<file path="config.mk">
export PLATFORM = sky130hd
export DESIGN_NAME = dma_chan_arbiter
export DESIGN_NICKNAME = d
export VERILOG_FILES = /design/src/rtl/dma_arb_pkg.sv /design/src/rtl/dma_chan_regs.sv /design/src/rtl/dma_low_pick.sv /design/src/rtl/dma_geom_decode.sv /design/src/rtl/dma_chan_arbiter.sv
export SDC_FILE = /design/constraint.sdc
export NUM_CORES = 1
export LEC_CHECK = 0
export BUFFER_PORTS_ARGS = -buffer_cell sky130_fd_sc_hd__buf_2
export CORE_UTILIZATION = 45
export DETAILED_ROUTE_END_ITERATION = 8
export PLACE_DENSITY = 0.71
export SLEW_MARGIN = 5
export SYNTH_ARGS = -nofsm -noshare
export SYNTH_HDL_FRONTEND = slang
export SYNTH_SLANG_ARGS = --single-unit
</file>
<file path="constraint.sdc">
create_clock -name clk -period 3 [get_ports clk]
set_clock_uncertainty 0.2 [all_clocks]
set_input_delay 0.45 -clock clk [delete_from_list [all_inputs] [get_ports clk]]
set_output_delay 0.45 -clock clk [all_outputs]
set_load 0.01 [all_outputs]
</file>
<file path="src/rtl/dma_arb_pkg.sv">
package dma_arb_pkg;
    localparam int NUM_CH = 7;

    localparam logic [31:0] BASE_KEEP      = 32'h00FF_FFFF;
    localparam logic [31:0] XFER_ADDR_MASK = 32'h001F_FFFC;
    localparam logic [31:0] CTL_KEEP       = 32'h7177_0703;
    localparam logic [31:0] ARB_RESET      = 32'h0765_4321;

    localparam int CTL_DIR     = 0;
    localparam int CTL_STEP    = 1;
    localparam int CTL_MODE_LO = 9;
    localparam int CTL_MODE_HI = 10;
    localparam int CTL_BUSY    = 24;
    localparam int CTL_TRIG    = 28;

    typedef enum logic [1:0] {
        MODE_MANUAL  = 2'd0,
        MODE_REQUEST = 2'd1,
        MODE_LIST    = 2'd2,
        MODE_RSVD    = 2'd3
    } sync_mode_e;

    typedef enum logic {
        ARB_IDLE   = 1'b0,
        ARB_ACTIVE = 1'b1
    } arb_state_e;

    typedef struct packed {
        logic [23:0] addr;
        logic [16:0] size;
        logic [16:0] count;
        logic        to_dev;
        logic        step_back;
        sync_mode_e  mode;
    } grant_info_t;
endpackage

</file>
<file path="src/rtl/dma_chan_regs.sv">
module dma_chan_regs
    import dma_arb_pkg::*;
(
    input  logic        clk,
    input  logic        rst_n,
    input  logic        wr_base,
    input  logic        wr_blk,
    input  logic        wr_ctl,
    input  logic [31:0] wdata,
    input  logic        hw_clr_busy,
    input  logic        hw_clr_trig,
    output logic [31:0] base_q,
    output logic [31:0] blk_q,
    output logic [31:0] ctl_q
);
    logic [31:0] ctl_next;

    // Hardware clears are applied after a software write in the same cycle.
    always_comb begin
        ctl_next = wr_ctl ? (wdata & CTL_KEEP) : ctl_q;
        if (hw_clr_busy) ctl_next[CTL_BUSY] = 1'b0;
        if (hw_clr_trig) ctl_next[CTL_TRIG] = 1'b0;
    end

    always_ff @(posedge clk or negedge rst_n) begin
        if (!rst_n) begin
            base_q <= '0;
            blk_q  <= '0;
            ctl_q  <= '0;
        end else begin
            if (wr_base) base_q <= wdata & BASE_KEEP;
            if (wr_blk)  blk_q  <= wdata;
            if (wr_ctl || hw_clr_busy || hw_clr_trig) ctl_q <= ctl_next;
        end
    end

    p_busy_clear_r8: assert property (@(posedge clk) disable iff (!rst_n)
        hw_clr_busy |=> !ctl_q[CTL_BUSY]);

    p_trig_clear_r9: assert property (@(posedge clk) disable iff (!rst_n)
        hw_clr_trig |=> !ctl_q[CTL_TRIG]);

    p_ctl_hold_r3: assert property (@(posedge clk) disable iff (!rst_n)
        (!wr_ctl && !hw_clr_busy && !hw_clr_trig) |=> $stable(ctl_q));

    p_base_top_zero_r2: assert property (@(posedge clk) disable iff (!rst_n)
        wr_base |=> (base_q[31:24] == 8'h00));
endmodule

</file>
<file path="src/rtl/dma_low_pick.sv">
module dma_low_pick #(
    parameter int N = 7,
    parameter int W = 3
) (
    input  logic [N-1:0] req,
    output logic         any,
    output logic [W-1:0] idx
);
    always_comb begin
        any = |req;
        idx = '0;
        for (int i = N - 1; i >= 0; i--) begin
            if (req[i]) idx = W'(i);
        end
    end
endmodule

</file>
<file path="src/rtl/dma_geom_decode.sv">
module dma_geom_decode
    import dma_arb_pkg::*;
#(
    parameter  int FW = 16,
    localparam int XW = FW + 1
) (
    input  logic [2*FW-1:0] blk,
    input  sync_mode_e      mode,
    output logic [XW-1:0]   size,
    output logic [XW-1:0]   count
);
    function automatic logic [XW-1:0] widen(input logic [FW-1:0] f);
        return (f == '0) ? {1'b1, {FW{1'b0}}} : {1'b0, f};
    endfunction

    always_comb begin
        unique case (mode)
            MODE_MANUAL: begin
                size  = widen(blk[FW-1:0]);
                count = XW'(1);
            end
            MODE_REQUEST: begin
                size  = widen(blk[FW-1:0]);
                count = widen(blk[2*FW-1:FW]);
            end
            default: begin
                size  = '0;
                count = '0;
            end
        endcase
    end
endmodule

</file>
<file path="src/rtl/dma_chan_arbiter.sv">
module dma_chan_arbiter
    import dma_arb_pkg::*;
#(
    parameter  int NCH = NUM_CH,
    parameter  int AW  = 8,
    localparam int CW  = $clog2(NCH)
) (
    input  logic           clk,
    input  logic           rst_n,
    input  logic           wr_en,
    input  logic [AW-1:0]  wr_addr,
    input  logic [31:0]    wr_data,
    input  logic [AW-1:0]  rd_addr,
    output logic [31:0]    rd_data,
    input  logic [NCH-1:0] dev_req,
    input  logic           xfer_done,
    output logic           grant_valid,
    output logic [CW-1:0]  grant_chan,
    output logic [23:0]    grant_addr,
    output logic [16:0]    grant_size,
    output logic [16:0]    grant_count,
    output logic           grant_to_dev,
    output logic           grant_step_back,
    output logic [1:0]     grant_mode
);
    localparam int SLOT_W = AW - 4;
    localparam logic [SLOT_W-1:0] SHARED_SLOT = SLOT_W'(NCH);

    logic [SLOT_W-1:0] wr_slot, rd_slot;
    logic [1:0]        wr_sel, rd_sel;
    logic              wr_ok;

    assign wr_slot = wr_addr[AW-1:4];
    assign wr_sel  = wr_addr[3:2];
    assign wr_ok   = wr_en && (wr_addr[1:0] == 2'b00);
    assign rd_slot = rd_addr[AW-1:4];
    assign rd_sel  = rd_addr[3:2];

    arb_state_e  state_q, state_d;
    logic        issue, retire;
    logic [CW-1:0] chan_q;
    grant_info_t info_q, pick_info;

    logic [31:0] arb_q;
    logic [31:0] base_r [NCH];
    logic [31:0] blk_r  [NCH];
    logic [31:0] ctl_r  [NCH];
    logic [NCH-1:0] elig;

    logic          pick_any;
    logic [CW-1:0] pick_idx;

    // Shared priority / enable register
    always_ff @(posedge clk or negedge rst_n) begin
        if (!rst_n) arb_q <= ARB_RESET;
        else if (wr_ok && wr_slot == SHARED_SLOT && wr_sel == 2'd0) arb_q <= wr_data;
    end

    // Per-channel register banks and eligibility
    for (genvar c = 0; c < NCH; c++) begin : g_ch
        localparam logic [SLOT_W-1:0] MY_SLOT = SLOT_W'(c);
        localparam logic [CW-1:0]     MY_IDX  = CW'(c);
        logic hit;
        logic manual;
        assign hit    = wr_ok && (wr_slot == MY_SLOT);
        assign manual = (ctl_r[c][CTL_MODE_HI:CTL_MODE_LO] == MODE_MANUAL);

        dma_chan_regs u_regs (
            .clk         (clk),
            .rst_n       (rst_n),
            .wr_base     (hit && wr_sel == 2'd0),
            .wr_blk      (hit && wr_sel == 2'd1),
            .wr_ctl      (hit && wr_sel == 2'd2),
            .wdata       (wr_data),
            .hw_clr_busy (retire && chan_q == MY_IDX),
            .hw_clr_trig (issue && pick_idx == MY_IDX),
            .base_q      (base_r[c]),
            .blk_q       (blk_r[c]),
            .ctl_q       (ctl_r[c])
        );

        assign elig[c] = arb_q[4*c+3] && ctl_r[c][CTL_BUSY] &&
                         (manual ? ctl_r[c][CTL_TRIG] : dev_req[c]);
    end

    dma_low_pick #(.N(NCH), .W(CW)) u_pick (
        .req (elig),
        .any (pick_any),
        .idx (pick_idx)
    );

    logic [31:0] pick_base, pick_blk, pick_ctl;
    logic [16:0] pick_size, pick_count;
    sync_mode_e  pick_mode;

    assign pick_base = base_r[pick_idx];
    assign pick_blk  = blk_r[pick_idx];
    assign pick_ctl  = ctl_r[pick_idx];
    assign pick_mode = sync_mode_e'(pick_ctl[CTL_MODE_HI:CTL_MODE_LO]);

    dma_geom_decode #(.FW(16)) u_geom (
        .blk   (pick_blk),
        .mode  (pick_mode),
        .size  (pick_size),
        .count (pick_count)
    );

    always_comb begin
        pick_info.addr      = pick_base[23:0] & XFER_ADDR_MASK[23:0];
        pick_info.size      = pick_size;
        pick_info.count     = pick_count;
        pick_info.to_dev    = pick_ctl[CTL_DIR];
        pick_info.step_back = pick_ctl[CTL_STEP];
        pick_info.mode      = pick_mode;
    end

    // State register
    always_ff @(posedge clk or negedge rst_n) begin
        if (!rst_n) state_q <= ARB_IDLE;
        else        state_q <= state_d;
    end

    // Next state: wait, issue, hold, retire
    always_comb begin
        state_d = state_q;
        issue   = 1'b0;
        retire  = 1'b0;
        unique case (state_q)
            ARB_IDLE: begin
                if (pick_any) begin
                    state_d = ARB_ACTIVE;
                    issue   = 1'b1;
                end
            end
            ARB_ACTIVE: begin
                if (xfer_done) begin
                    state_d = ARB_IDLE;
                    retire  = 1'b1;
                end
            end
            default: state_d = ARB_IDLE;
        endcase
    end

    // Grant snapshot
    always_ff @(posedge clk or negedge rst_n) begin
        if (!rst_n) begin
            chan_q <= '0;
            info_q <= '0;
        end else if (issue) begin
            chan_q <= pick_idx;
            info_q <= pick_info;
        end
    end

    // Outputs
    always_comb begin
        grant_valid     = (state_q == ARB_ACTIVE);
        grant_chan      = chan_q;
        grant_addr      = info_q.addr;
        grant_size      = info_q.size;
        grant_count     = info_q.count;
        grant_to_dev    = info_q.to_dev;
        grant_step_back = info_q.step_back;
        grant_mode      = info_q.mode;
    end

    // Register readback
    always_comb begin
        rd_data = '0;
        if (rd_addr[1:0] == 2'b00) begin
            if (rd_slot == SHARED_SLOT) begin
                if (rd_sel == 2'd0) rd_data = arb_q;
            end else begin
                for (int c = 0; c < NCH; c++) begin
                    if (rd_slot == SLOT_W'(c)) begin
                        case (rd_sel)
                            2'd0:    rd_data = base_r[c];
                            2'd1:    rd_data = blk_r[c];
                            2'd2:    rd_data = ctl_r[c];
                            default: rd_data = '0;
                        endcase
                    end
                end
            end
        end
    end

    logic [NCH-1:0] low_mask;
    assign low_mask = (NCH'(1) << pick_idx) - NCH'(1);

    p_lowest_first_r6: assert property (@(posedge clk) disable iff (!rst_n)
        issue |-> (elig[pick_idx] && ((elig & low_mask) == '0)));

    p_grant_from_pick_r5: assert property (@(posedge clk) disable iff (!rst_n)
        $rose(grant_valid) |-> (grant_chan == $past(pick_idx)));

    p_no_spurious_r5: assert property (@(posedge clk) disable iff (!rst_n)
        (!grant_valid && elig == '0) |=> !grant_valid);

    p_hold_grant_r7: assert property (@(posedge clk) disable iff (!rst_n)
        (grant_valid && !xfer_done) |=> (grant_valid && $stable(grant_chan) && $stable(grant_addr)));

    p_retire_drop_r8: assert property (@(posedge clk) disable iff (!rst_n)
        (grant_valid && xfer_done) |=> !grant_valid);
endmodule

</file>
# == Word level (Yosys, flattened, before mapping) ==
# Index checks and enable logic that the tools add are counted.
# totals
wordCells,277
ff_bits,590
rom_bits,0
latchBits,0
inputBits,59
mem_bits_rw,0
memories,0
output_inout_bits,98
# op_classes
add_sub_neg,0
div,0
shifts,0
n_lt_le_gt_ge,1
n_reduce_logical,128
multipliers,0
n_eq_ne,31
n_bitwise,2
mux,71
# op_table
op,count
case mux 32 bit (3 select lines),7
two-way mux 32 bit,12
binary-select mux 32 bit (select 3 bit),3
two-way mux 29 bit,7
logical AND 1 bit,59
two-way mux 17 bit,3
two-way mux 21 bit,2
AND reduction 2 bit,21
case mux 17 bit (2 select lines),1
equality test 4 x 3 -> 1 bit (second input constant),8
logical NOT 16 bit,2
nonzero test 2 bit,14
two-way mux 1 bit,26
logical NOT 2 bit,12
two-way mux 11 bit,2
two-way mux 3 bit,7
equality test 3 bit (second input constant),6
equality test 4 x 2 -> 1 bit (second input constant),4
logical OR 1 bit,14
equality test 3 x 2 -> 1 bit (second input constant),4
equality test 4 x 1 -> 1 bit (second input constant),2
logical NOT 4 bit,2
OR reduction 7 bit,1
equality test 2 x 1 -> 1 bit (second input constant),3
8 further kinds,11

# == Depth between registers and ports, before layout ==
# Gate-level depths: netlist of run 1.
# depth
depth_word,17
ltp_mapped,13
mapped_depth_nobuf,9

# == Hierarchy ==
# Synthesis of run 1 repeated with hierarchy kept, for this count alone.
# hier_totals
cells_unflattened,3005
area_unflattened_um2,36334.8
# modules_own_cells
mod,area_each_um2,cells_each,seq_area_each_um2,n_inst
dma_chan_regs,3135.5,179,1776.7,7
dma_chan_arbiter,13994.7,1692,2342.2,1
dma_geom_decode,319.1,49,0.0,1
dma_low_pick,72.6,11,0.0,1

# == Worst setup path after synthesis of run 1 ==
# Ideal clock, no wire load.
# synth_timing
path_type,input -> output
start,input port rd_addr[2]
end,output port rd_data[18]
arrival_ps,2717
path_buffers,4
cell_stages,8
required_time_ps,2350
path_slack_ps,-367
cell_sequence,buf_2 buf_1 clkbuf_1 buf_1 mux2i_1 o21ai_0 a222oi_1 a31oi_1
# synth_between
elab_chain_cells,11
elab_cells_between_ends,20
cone_classes,2 x eq/ne; 17 x mux; 1 x reduce/logical
# synth_lines
item,line,rtl
start: declaration,dma_chan_arbiter.sv:13,"input logic [AW-1:0] rd_addr,"
"equality test 2 bit, or another cell as far along",dma_chan_arbiter.sv:177,case (rd_sel)
case mux 32 bit (3 select lines),dma_chan_arbiter.sv:177,
two-way mux 32 bit (7 in series),dma_chan_arbiter.sv:176,if (rd_slot == SLOT_W'(c)) begin
two-way mux 32 bit (*),dma_chan_arbiter.sv:172,if (rd_slot == SHARED_SLOT) begin
two-way mux 32 bit (*),dma_chan_arbiter.sv:171,if (rd_addr[1:0] == 2'b00) begin
end: declaration,dma_chan_arbiter.sv:14,"output logic [31:0] rd_data,"
# Every way passes the cells marked *; elsewhere a longest branch is shown, timed or not.

# == Final worst setup path of run 1 ==
# layout_timing
start,register g_ch[1].u_regs.blk_q[22]
end,output port rd_data[22]
# layout_between
elab_chain_cells,9
# layout_lines
item,line,rtl
start: declaration,dma_chan_regs.sv:13,"output logic [31:0] blk_q,"
start signal: assignment,dma_chan_regs.sv:32,if (wr_blk) blk_q <= wdata;
case mux 32 bit (3 select lines),dma_chan_arbiter.sv:177,
two-way mux 32 bit (6 in series),dma_chan_arbiter.sv:176,
two-way mux 32 bit,dma_chan_arbiter.sv:172,
two-way mux 32 bit,dma_chan_arbiter.sv:171,
# No other way between the ends.

==> results.md, run 1 <==
- Pwr/cell area: 485 mW/mm²
- Post-route ant nets: 0
- H-Tree Depth: 3
- CP startpoint kind: flop
- Slew HR: 48.8%
- Final Hold Violating Endpoints: 0
- Cells after Synth: 2493
- First-pass GRT wire length: 167000 µm
- Cts bufs inserted: 67
- Crit end category: output pin
- GR Overflow Total: 0
- Synth Register Bits: 590
- Total routing usage reported by global routing: 34.0%
- Async S/R FF share, synth: 100%
- Routed vias: 24900
- CTS max path bufs: 3
- # nets final: 2994
- Largest family of logic cells by synthesized area: multiplexers
- Die H: 258 µm
- Core box area: 0.0646 mm²
- Hold Startpoint: wr_data[27]
- Max-cap viol count: 0
- GP Congestion: 0.994
- Initial DRC count: 3119
- CTS tree: built
- Vias per cell: 6.47
- Mapped Avg Cell Area: 11.8 µm²
- CP Class: flop to output pin
- Max Clk Rate: 0.277 GHz
- Post-synth EDFFs: 0
- Worst-skew pair later-pin latency: 0.63 ns
- Synth Area in Adders: 0%
- Reg-to-Reg Start: g_ch[2].u_regs.ctl_q[9]$_DFFE_PN0P_
- Synthesized area: 0.0295 mm²
- Required time of the critical path: 2.35 ns
- Synth Area in Simple Gates: 5.93%
- RSZ-0062 raised after global routing: true
- Initial antenna violation count: 3
- Dominant synthesized flop cell: dfrtp_1
- Worst-path clk slew: 0.06 ns
- Share of cells above drive strength 1: 47.2%
- Status: finished with violations
- Critical path launch point: g_ch[1].u_regs.blk_q[22]$_DFFE_PN0P_
- Drt first pass iters: 6
- Number of distinct library cells after synthesis: 71
- Root Buffer: clkbuf_16
- Crit Path Max Fanout: 2
- Number of setup violations in the final report: 49
- DR WL/cell: 30.2 µm
- Synth warn: 0
- Worst hold slack: 0.0171 ns
- Reg2reg path depth: 12
- Final worst slack: -0.606 ns
- Final Cycle Share: 120%
- Max-slew violation count: 0
- Hold depth: 2
- Port Buffer Count: 151
- Pin count of the biggest net entering global routing: 82
- Final wirelength: 116000 µm
- Std-Cell Rows: 93
- Synth Area in Compound Gates: 13.7%
- Final critical delay including setup and external delays: 3.61 ns
- # DRC: 0
- Worst slew pin tran: 0.767 ns
- Synth Area in XOR/XNOR: 0%
- Core Util, Final: 59.2%
- Area growth syn-to-layout: 29.7%
- IO Pins: 157
- Number of global-route vias before repair: 25000
- Maximum vdd ir drop: 361 µV
- Die Area: 0.0665 mm²
- Fillers: 5066
- Multiplexer share of the synthesized area: 27.1%
- Post-synthesis sequential area ratio: 50.2%
- Die W: 258 µm
- P_leak: 18.3 nW
- HPWL after detailed placement: 74900 µm
- Violated checks: setup timing
- Total clock sinks: 590
- Hold WC Path Type: primary input to flop
- WP data arrival: 2.96 ns
- Starting Density: 45.6%
critical path: stages, from the launching register on:
cell and delay (ns):
dfrtp_1 0.39, mux2i_1 0.20, o211ai_1 0.11, o21ai_1 0.09, o22ai_1 0.09, a222oi_1 0.66, a21oi_1 0.22, a221oi_2 0.35
nor2_1 0.08, buf_2 0.15
power breakdown:
part	internal [mW]	leakage (nW)	switching [mW]	total, mW
clock	4.77	1.07	3.45	8.22
sequential	8.32	8.09	0.323	8.64
combinational	0.764	9.10	0.909	1.67
state kept, by name, indices dropped and copies added, names as in the netlist:
name	cells
grant_chan	3
grant_mode	2
grant_count	17
arb_q	32
grant_size	17
g_ch.u_regs.base_q	168
grant_step_back	1
grant_addr	19
g_ch.u_regs.blk_q	224
grant_to_dev	1
grant_valid	1
g_ch.u_regs.ctl_q	105
worst paths after layout:
path | endpoint | slack [ns]
worst max-delay path | rd_data[22] | -0.61
worst min-delay path | g_ch[6].u_regs.blk_q[27]$_DFFE_PN0P_ | 0.02
worst max register to register | grant_size[16]$_DFFE_PN0P_ | -0.33
worst min register to register | grant_size[9]$_DFFE_PN0P_ | 0.28
max in group asynchronous | arb_q[9]$_DFFE_PN1P_ | 1.51
min in group asynchronous | arb_q[28]$_DFFE_PN0P_ | 0.22
layer usage:
metal  vias up  routed length [µm]  track usage, %
li1      10300                   -               -
met4         4                6290            17.5
met5         -                  25               0
met3       356               12300            7.87
met2      1512               52300            52.4
met1     12700               45300            45.0
synthesized netlist by cell type (3+ instances only):
| library cell | instances | area share (%) |
|---|---|---|
| a2111oi_0 | 3 | 0.089 |
| a211oi_1 | 31 | 0.79 |
| a21o_1 | 4 | 0.10 |
| a21oi_1 | 82 | 1.4 |
| a221o_1 | 28 | 0.95 |
| a221oi_1 | 32 | 0.95 |
| a222oi_1 | 64 | 2.2 |
| a22o_1 | 28 | 0.83 |
| a22oi_1 | 46 | 1.2 |
| a31oi_1 | 14 | 0.30 |
| a32o_1 | 4 | 0.14 |
| and2_1 | 13 | 0.28 |
| and3_1 | 6 | 0.13 |
| buf_1 | 42 | 0.54 |
| buf_2 | 19 | 0.32 |
| buf_4 | 6 | 0.15 |
| clkbuf_1 | 157 | 2.0 |
| dfrtp_1 | 578 | 49 |
| dfstp_2 | 12 | 1.1 |
| inv_1 | 7 | 0.089 |
| mux2_2 | 533 | 20 |
| mux2i_1 | 192 | 6.5 |
| nand2_1 | 198 | 2.5 |
| nand2b_1 | 8 | 0.17 |
| nand3_1 | 13 | 0.22 |
| nand3b_1 | 4 | 0.10 |
| nand4_1 | 4 | 0.085 |
| nor2_1 | 92 | 1.2 |
| nor2_2 | 3 | 0.064 |
| nor2b_1 | 8 | 0.17 |
| nor3_1 | 11 | 0.19 |
| nor3b_1 | 7 | 0.18 |
| nor4_1 | 7 | 0.15 |
| o211a_1 | 4 | 0.14 |
| o211ai_1 | 14 | 0.36 |
| o21a_1 | 6 | 0.15 |
| o21ai_0 | 94 | 1.6 |
| o21ai_1 | 4 | 0.068 |
| o221ai_1 | 3 | 0.089 |
| o22a_1 | 11 | 0.33 |
| o22ai_1 | 59 | 1.3 |
| or3_1 | 3 | 0.064 |
what timing repair did:
item / in CTS / in global routing
gates resized for setup: 136 / 139
setup endpoints to repair: 69 / 79
cloned: 4 / 6
endpoints found under the hold margin: 62 / 0
pin swaps: 66 / 89
hold buffers: 4 / 0
buffers inserted: 40 / 56
area by class of cell:
class / count / area [µm²] / area share [%]
diodes: 1 / 2.50 / 0.00655
clock buffers: 99 / 1990 / 5.21
clock inverters: 21 / 178 / 0.465
inverters: 7 / 26.3 / 0.0688
multi-input cells: 1675 / 14700 / 38.5
flip-flops and latches: 590 / 14800 / 38.7
well taps: 855 / 1070 / 2.80
repair buffers: 594 / 5450 / 14.3
cells by family after synthesis:
kind of cell | count (synthesis)
other | 1
buffers and inverters | 232
AOI/OAI and AO/OA | 553
muxes | 727
DFF | 590
and+or+nand+nor | 390
metrics by stage:
stage	setup TNS (ns)	setup slack [ns]	power [mW]	cell area (µm²)	std cells
after floorplan	-0.408	-0.0446	9.44	29600	2497
after global placement	-15.79	-0.570	10.2	34000	3627
after detailed placement	-15.64	-0.507	10.3	34000	3627
after CTS	-1.97	-0.421	18.4	37200	3789
after global routing	-7.04	-0.604	19.0	38200	3841
final	-3.31	-0.606	18.5	38200	3842
cells in the final DEF (no fill, tap or decap), types with 11 or more instances in the layout:
cell | synthesis | routed
dfrtp_1 | 578 | 578
mux2_2 | 533 | 533
buf_4 | 6 | 304
nand2_1 | 198 | 188
mux2i_1 | 192 | 188
buf_2 | 19 | 144
nor2_1 | 92 | 76
clkbuf_16 | 0 | 74
a21oi_1 | 82 | 71
buf_12 | 0 | 70
a222oi_1 | 64 | 64
o22ai_1 | 59 | 55
o21ai_0 | 94 | 54
buf_6 | 1 | 51
a22oi_1 | 46 | 41
a221o_1 | 28 | 28
a22o_1 | 28 | 26
a211oi_1 | 31 | 22
o21ai_1 | 4 | 20
o21ai_2 | 0 | 20
a221oi_2 | 2 | 15
a221oi_1 | 32 | 15
clkbuf_1 | 157 | 15
clkbuf_8 | 0 | 15
o211ai_1 | 14 | 14
nand3_1 | 13 | 12
dfstp_2 | 12 | 12
clkinv_2 | 0 | 12
o22a_1 | 11 | 11
(Power assumes the default switching activity.)
==> inputs of run 2 (changes only) <==
==> constraint.sdc (replaced) <==
create_clock -name clk -period 3 [get_ports clk]
set_clock_uncertainty 0.2 [all_clocks]
set_input_delay 0.6 -clock clk [delete_from_list [all_inputs] [get_ports clk]]
set_output_delay 0.6 -clock clk [all_outputs]
set_load 0.01 [all_outputs]
==> run 2 against run 1 <==
  * Core utilization is 1.1 points higher
  * Global-route usage is 0.80 points higher
  * Critical endpoint is now grant_size[16]$_DFFE_PN0P_
  * Critical path type is now flop to flop
  * The run still ends with setup timing left
  * Count of clock-buffer cells in the layout is 5 lower
  * Highest routed layer unchanged
==> results.md, run 2 (synthesized netlist as in run 1, its figures left out) <==
- Final worst slack: -0.353 ns (was -0.606 ns)
- Status: finished with violations (unchanged)
- Reg with most FFs: g_ch.u_regs.blk_q (unchanged)
- Fillers: 4954 (was 5066)
- CTS max path bufs: 3 (unchanged)
- Net Sw Frac: 25.0% (was 25.2%)
- Die Area: 0.0665 mm² (unchanged)
- P_leak: 18.5 nW (was 18.3 nW)
- WP data arrival: 3.74 ns (was 2.96 ns)
- Core Util, Final: 60.3% (was 59.2%)
- Critical register-to-register path endpoint: grant_size[16]$_DFFE_PN0P_ (unchanged)
- Worst-path clk slew: 0.07 ns (was 0.06 ns)
- Std-Cell Rows: 93 (unchanged)
- Final critical delay including setup and external delays: 3.35 ns (was 3.61 ns)
- Final Cycle Share: 112% (was 120%)
- DP Worst Slack: -0.629 ns (was -0.507 ns)
- CTS tree: built (unchanged)
- Starting Density: 45.6% (unchanged)
- # DRC: 0 (unchanged)
- Most frequent cells in the layout: dfrtp_1 (576), mux2_2 (532), buf_4 (297) (was dfrtp_1 (578), mux2_2 (533), buf_4 (304))
- Sequential fraction of design power: 46.7% (was 46.6%)
- Hold depth: 2 (unchanged)
- Post-route cell area: 0.0389 mm² (was 0.0382 mm²)
- Worst slew pin tran: 0.869 ns (was 0.767 ns)
- Clock Power Share: 43.8% (was 44.4%)
- DR WL/cell: 30.8 µm (was 30.2 µm)
- Required time of the critical path: 3.38 ns (was 2.35 ns)
- Worst hold slack: 0.116 ns (was 0.0171 ns)
- Number of setup violations in the final report: 75 (was 49)
- Reg2reg path depth: 11 (was 12)
- Pwr/cell area: 475 mW/mm² (was 485 mW/mm²)
- First-pass GRT wire length: 171000 µm (was 167000 µm)
- Drt first pass iters: 7 (was 6)
- Share of cells above drive strength 1: 49.2% (was 47.2%)
- Final wirelength: 119000 µm (was 116000 µm)
- Maximum vdd ir drop: 443 µV (was 361 µV)
- Int Pwr: 13.9 mW (about the same)
- Initial DRC count: 3105 (was 3119)
- Hold WC Path Type: primary input to flop (unchanged)
- Sum Neg Setup Slack: -10.50 ns (was -3.31 ns)
- Worst R2R Setup Slack: -0.35 ns (was -0.33 ns)
- Post-route ant nets: 0 (unchanged)
- Crit Path Max Fanout: 6 (was 2)
- Net switching power: 4.62 mW (was 4.68 mW)
- Most common cell after layout, fill and taps aside: dfrtp_1 (unchanged)
- Total routing usage reported by global routing: 34.8% (was 34.0%)
- Total clock sinks: 590 (unchanged)
- Power Total: 18.5 mW (about the same)
- Pin count of the biggest net entering global routing: 88 (was 82)
- Area growth syn-to-layout: 32.2% (was 29.7%)
- Multi-input combinational cell area: 0.0151 mm² (was 0.0147 mm²)
- Core box area: 0.0646 mm² (unchanged)
- Number of global-route vias before repair: 25400 (was 25000)
- HPWL after detailed placement: 75600 µm (was 74900 µm)
- CP Class: flop to flop (was flop to output pin)
- Hold Startpoint: wr_data[25] (was wr_data[27])
- Routed vias: 25400 (was 24900)
- RSZ-0062 raised after global routing: true (unchanged)
- Vias per cell: 6.59 (was 6.47)
- Port Buffer Count: 151 (unchanged)
- IO Pins: 157 (unchanged)
- Max Clk Rate: 0.298 GHz (was 0.277 GHz)
- H-Tree Depth: 2 (was 3)
- Worst-skew pair later-pin latency: 0.65 ns (was 0.63 ns)
- Comb power frac: 9.4% (was 9.0%)
- Die W: 258 µm (unchanged)
- Final cell count without fillers: 3853 (was 3842)
- Post-DP Area: 0.0341 mm² (was 0.0340 mm²)
- Root Buffer: clkbuf_16 (unchanged)
- Hold Path Sink: g_ch[4].u_regs.blk_q[25]$_DFFE_PN0P_ (was g_ch[6].u_regs.blk_q[27]$_DFFE_PN0P_)
- Initial antenna violation count: 4 (was 3)
- GR Overflow Total: 0 (unchanged)
- Slew HR: 42.1% (was 48.8%)
- Max-slew violation count: 0 (unchanged)
- CP startpoint kind: flop (unchanged)
- Final Hold Violating Endpoints: 0 (unchanged)
- Die H: 258 µm (unchanged)
- Crit end category: flop (was output pin)
- Violated checks: setup timing (unchanged)
- Max-cap viol count: 0 (unchanged)
- Reg-to-Reg Start: g_ch[3].u_regs.ctl_q[10]$_DFFE_PN0P_ (was g_ch[2].u_regs.ctl_q[9]$_DFFE_PN0P_)
- # nets final: 3003 (was 2994)
- GP Congestion: 1.00 (was 0.994)
- Register area: 0.0148 mm² (about the same)
- Placed cells: 3636 (was 3627)
- Top flop regs: g_ch.u_regs.blk_q: 224 flops, g_ch.u_regs.base_q: 168 flops, g_ch.u_regs.ctl_q: 105 flops (unchanged)
- Max FFs per register: 224 (unchanged)
- Cts bufs inserted: 61 (was 67)
==> run 2: cell count changes in the layout (fill, tap and decap cells not counted), sizes merged, moves of 3 or more <==
cell | before | now
a21o | 4 | 7
clkinv | 13 | 9
bufinv | 2 | 8
buf | 582 | 590
bufbuf | 2 | 5
==> run 2: per-layer routing <==
metal	part of all wire [%]	global-route usage (%)	wire length (µm)	up-vias
met5	0.0093	0	11	-
met4	5.8	17.8	6880	2
met3	12	9.11	13900	453
met2	44	52.5	52500	1717
met1	38	46.4	45500	12900
li1	-	-	-	10300
==> run 2: power by group through the flow <==
stage | registers [mW] | logic, mW | clock network, mW
3_3_place_gp | 8.74 | 1.46 | 0
2_1_floorplan | 8.64 | 0.813 | 0
3_5_place_dp | 8.76 | 1.51 | 0
5_1_grt | 8.68 | 1.85 | 8.45
4_1_cts | 8.62 | 1.68 | 8.12
6_report | 8.65 | 1.75 | 8.12
==> run 2: final cells by class <==
class	instances	share of cell area, %
Clock inverter	20	0.806
Clock buffer	94	4.60
Inverter	7	0.0675
Antenna cell	3	0.0193
Sequential cell	590	38.0
Tap cell	855	2.75
Timing Repair Buffer	606	15.0
Multi-Input combinational cell	1678	38.8
==> run 2: worst max-delay path by stage <==
stage                                                    start  slack (ns)  depth (start not counted)                          end
after floorplan                                     dev_req[5]        -0.1                         10  grant_count[16]$_DFFE_PN0P_
after global routing      g_ch[0].u_regs.blk_q[20]$_DFFE_PN0P_       -0.44                          9                  rd_data[20]
final                     g_ch[3].u_regs.ctl_q[10]$_DFFE_PN0P_       -0.35                         11   grant_size[16]$_DFFE_PN0P_
after CTS                  g_ch[6].u_regs.ctl_q[9]$_DFFE_PN0P_       -0.28                         12   grant_size[16]$_DFFE_PN0P_
after detailed placement                            dev_req[2]       -0.63                         14   grant_size[16]$_DFFE_PN0P_
after global placement                              dev_req[3]       -0.58                         10   grant_size[16]$_DFFE_PN0P_
==> run 2: what timing repair did <==
| item | CTS | global route |
|---|---|---|
| pin swaps | 85 | 129 |
| endpoints found under the hold margin | 29 | 0 |
| hold buffers | 2 | 0 |
| buffers inserted | 55 | 37 |
| gates resized for setup | 256 | 138 |
| setup endpoints to repair | 89 | 88 |
| cloned | 11 | 7 |
==> run 2: critical path, cell delays in order (launching register included) <==
cell and delay, ns:
dfrtp_1 0.44, or3b_4 0.42, a21oi_4 0.22, buf_12 0.14, nor3_4 0.06, a21o_4 0.27, buf_12 0.15, a221oi_2 0.29
o22ai_2 0.14, or4_4 0.59, nor4_4 0.17, a32o_1 0.21
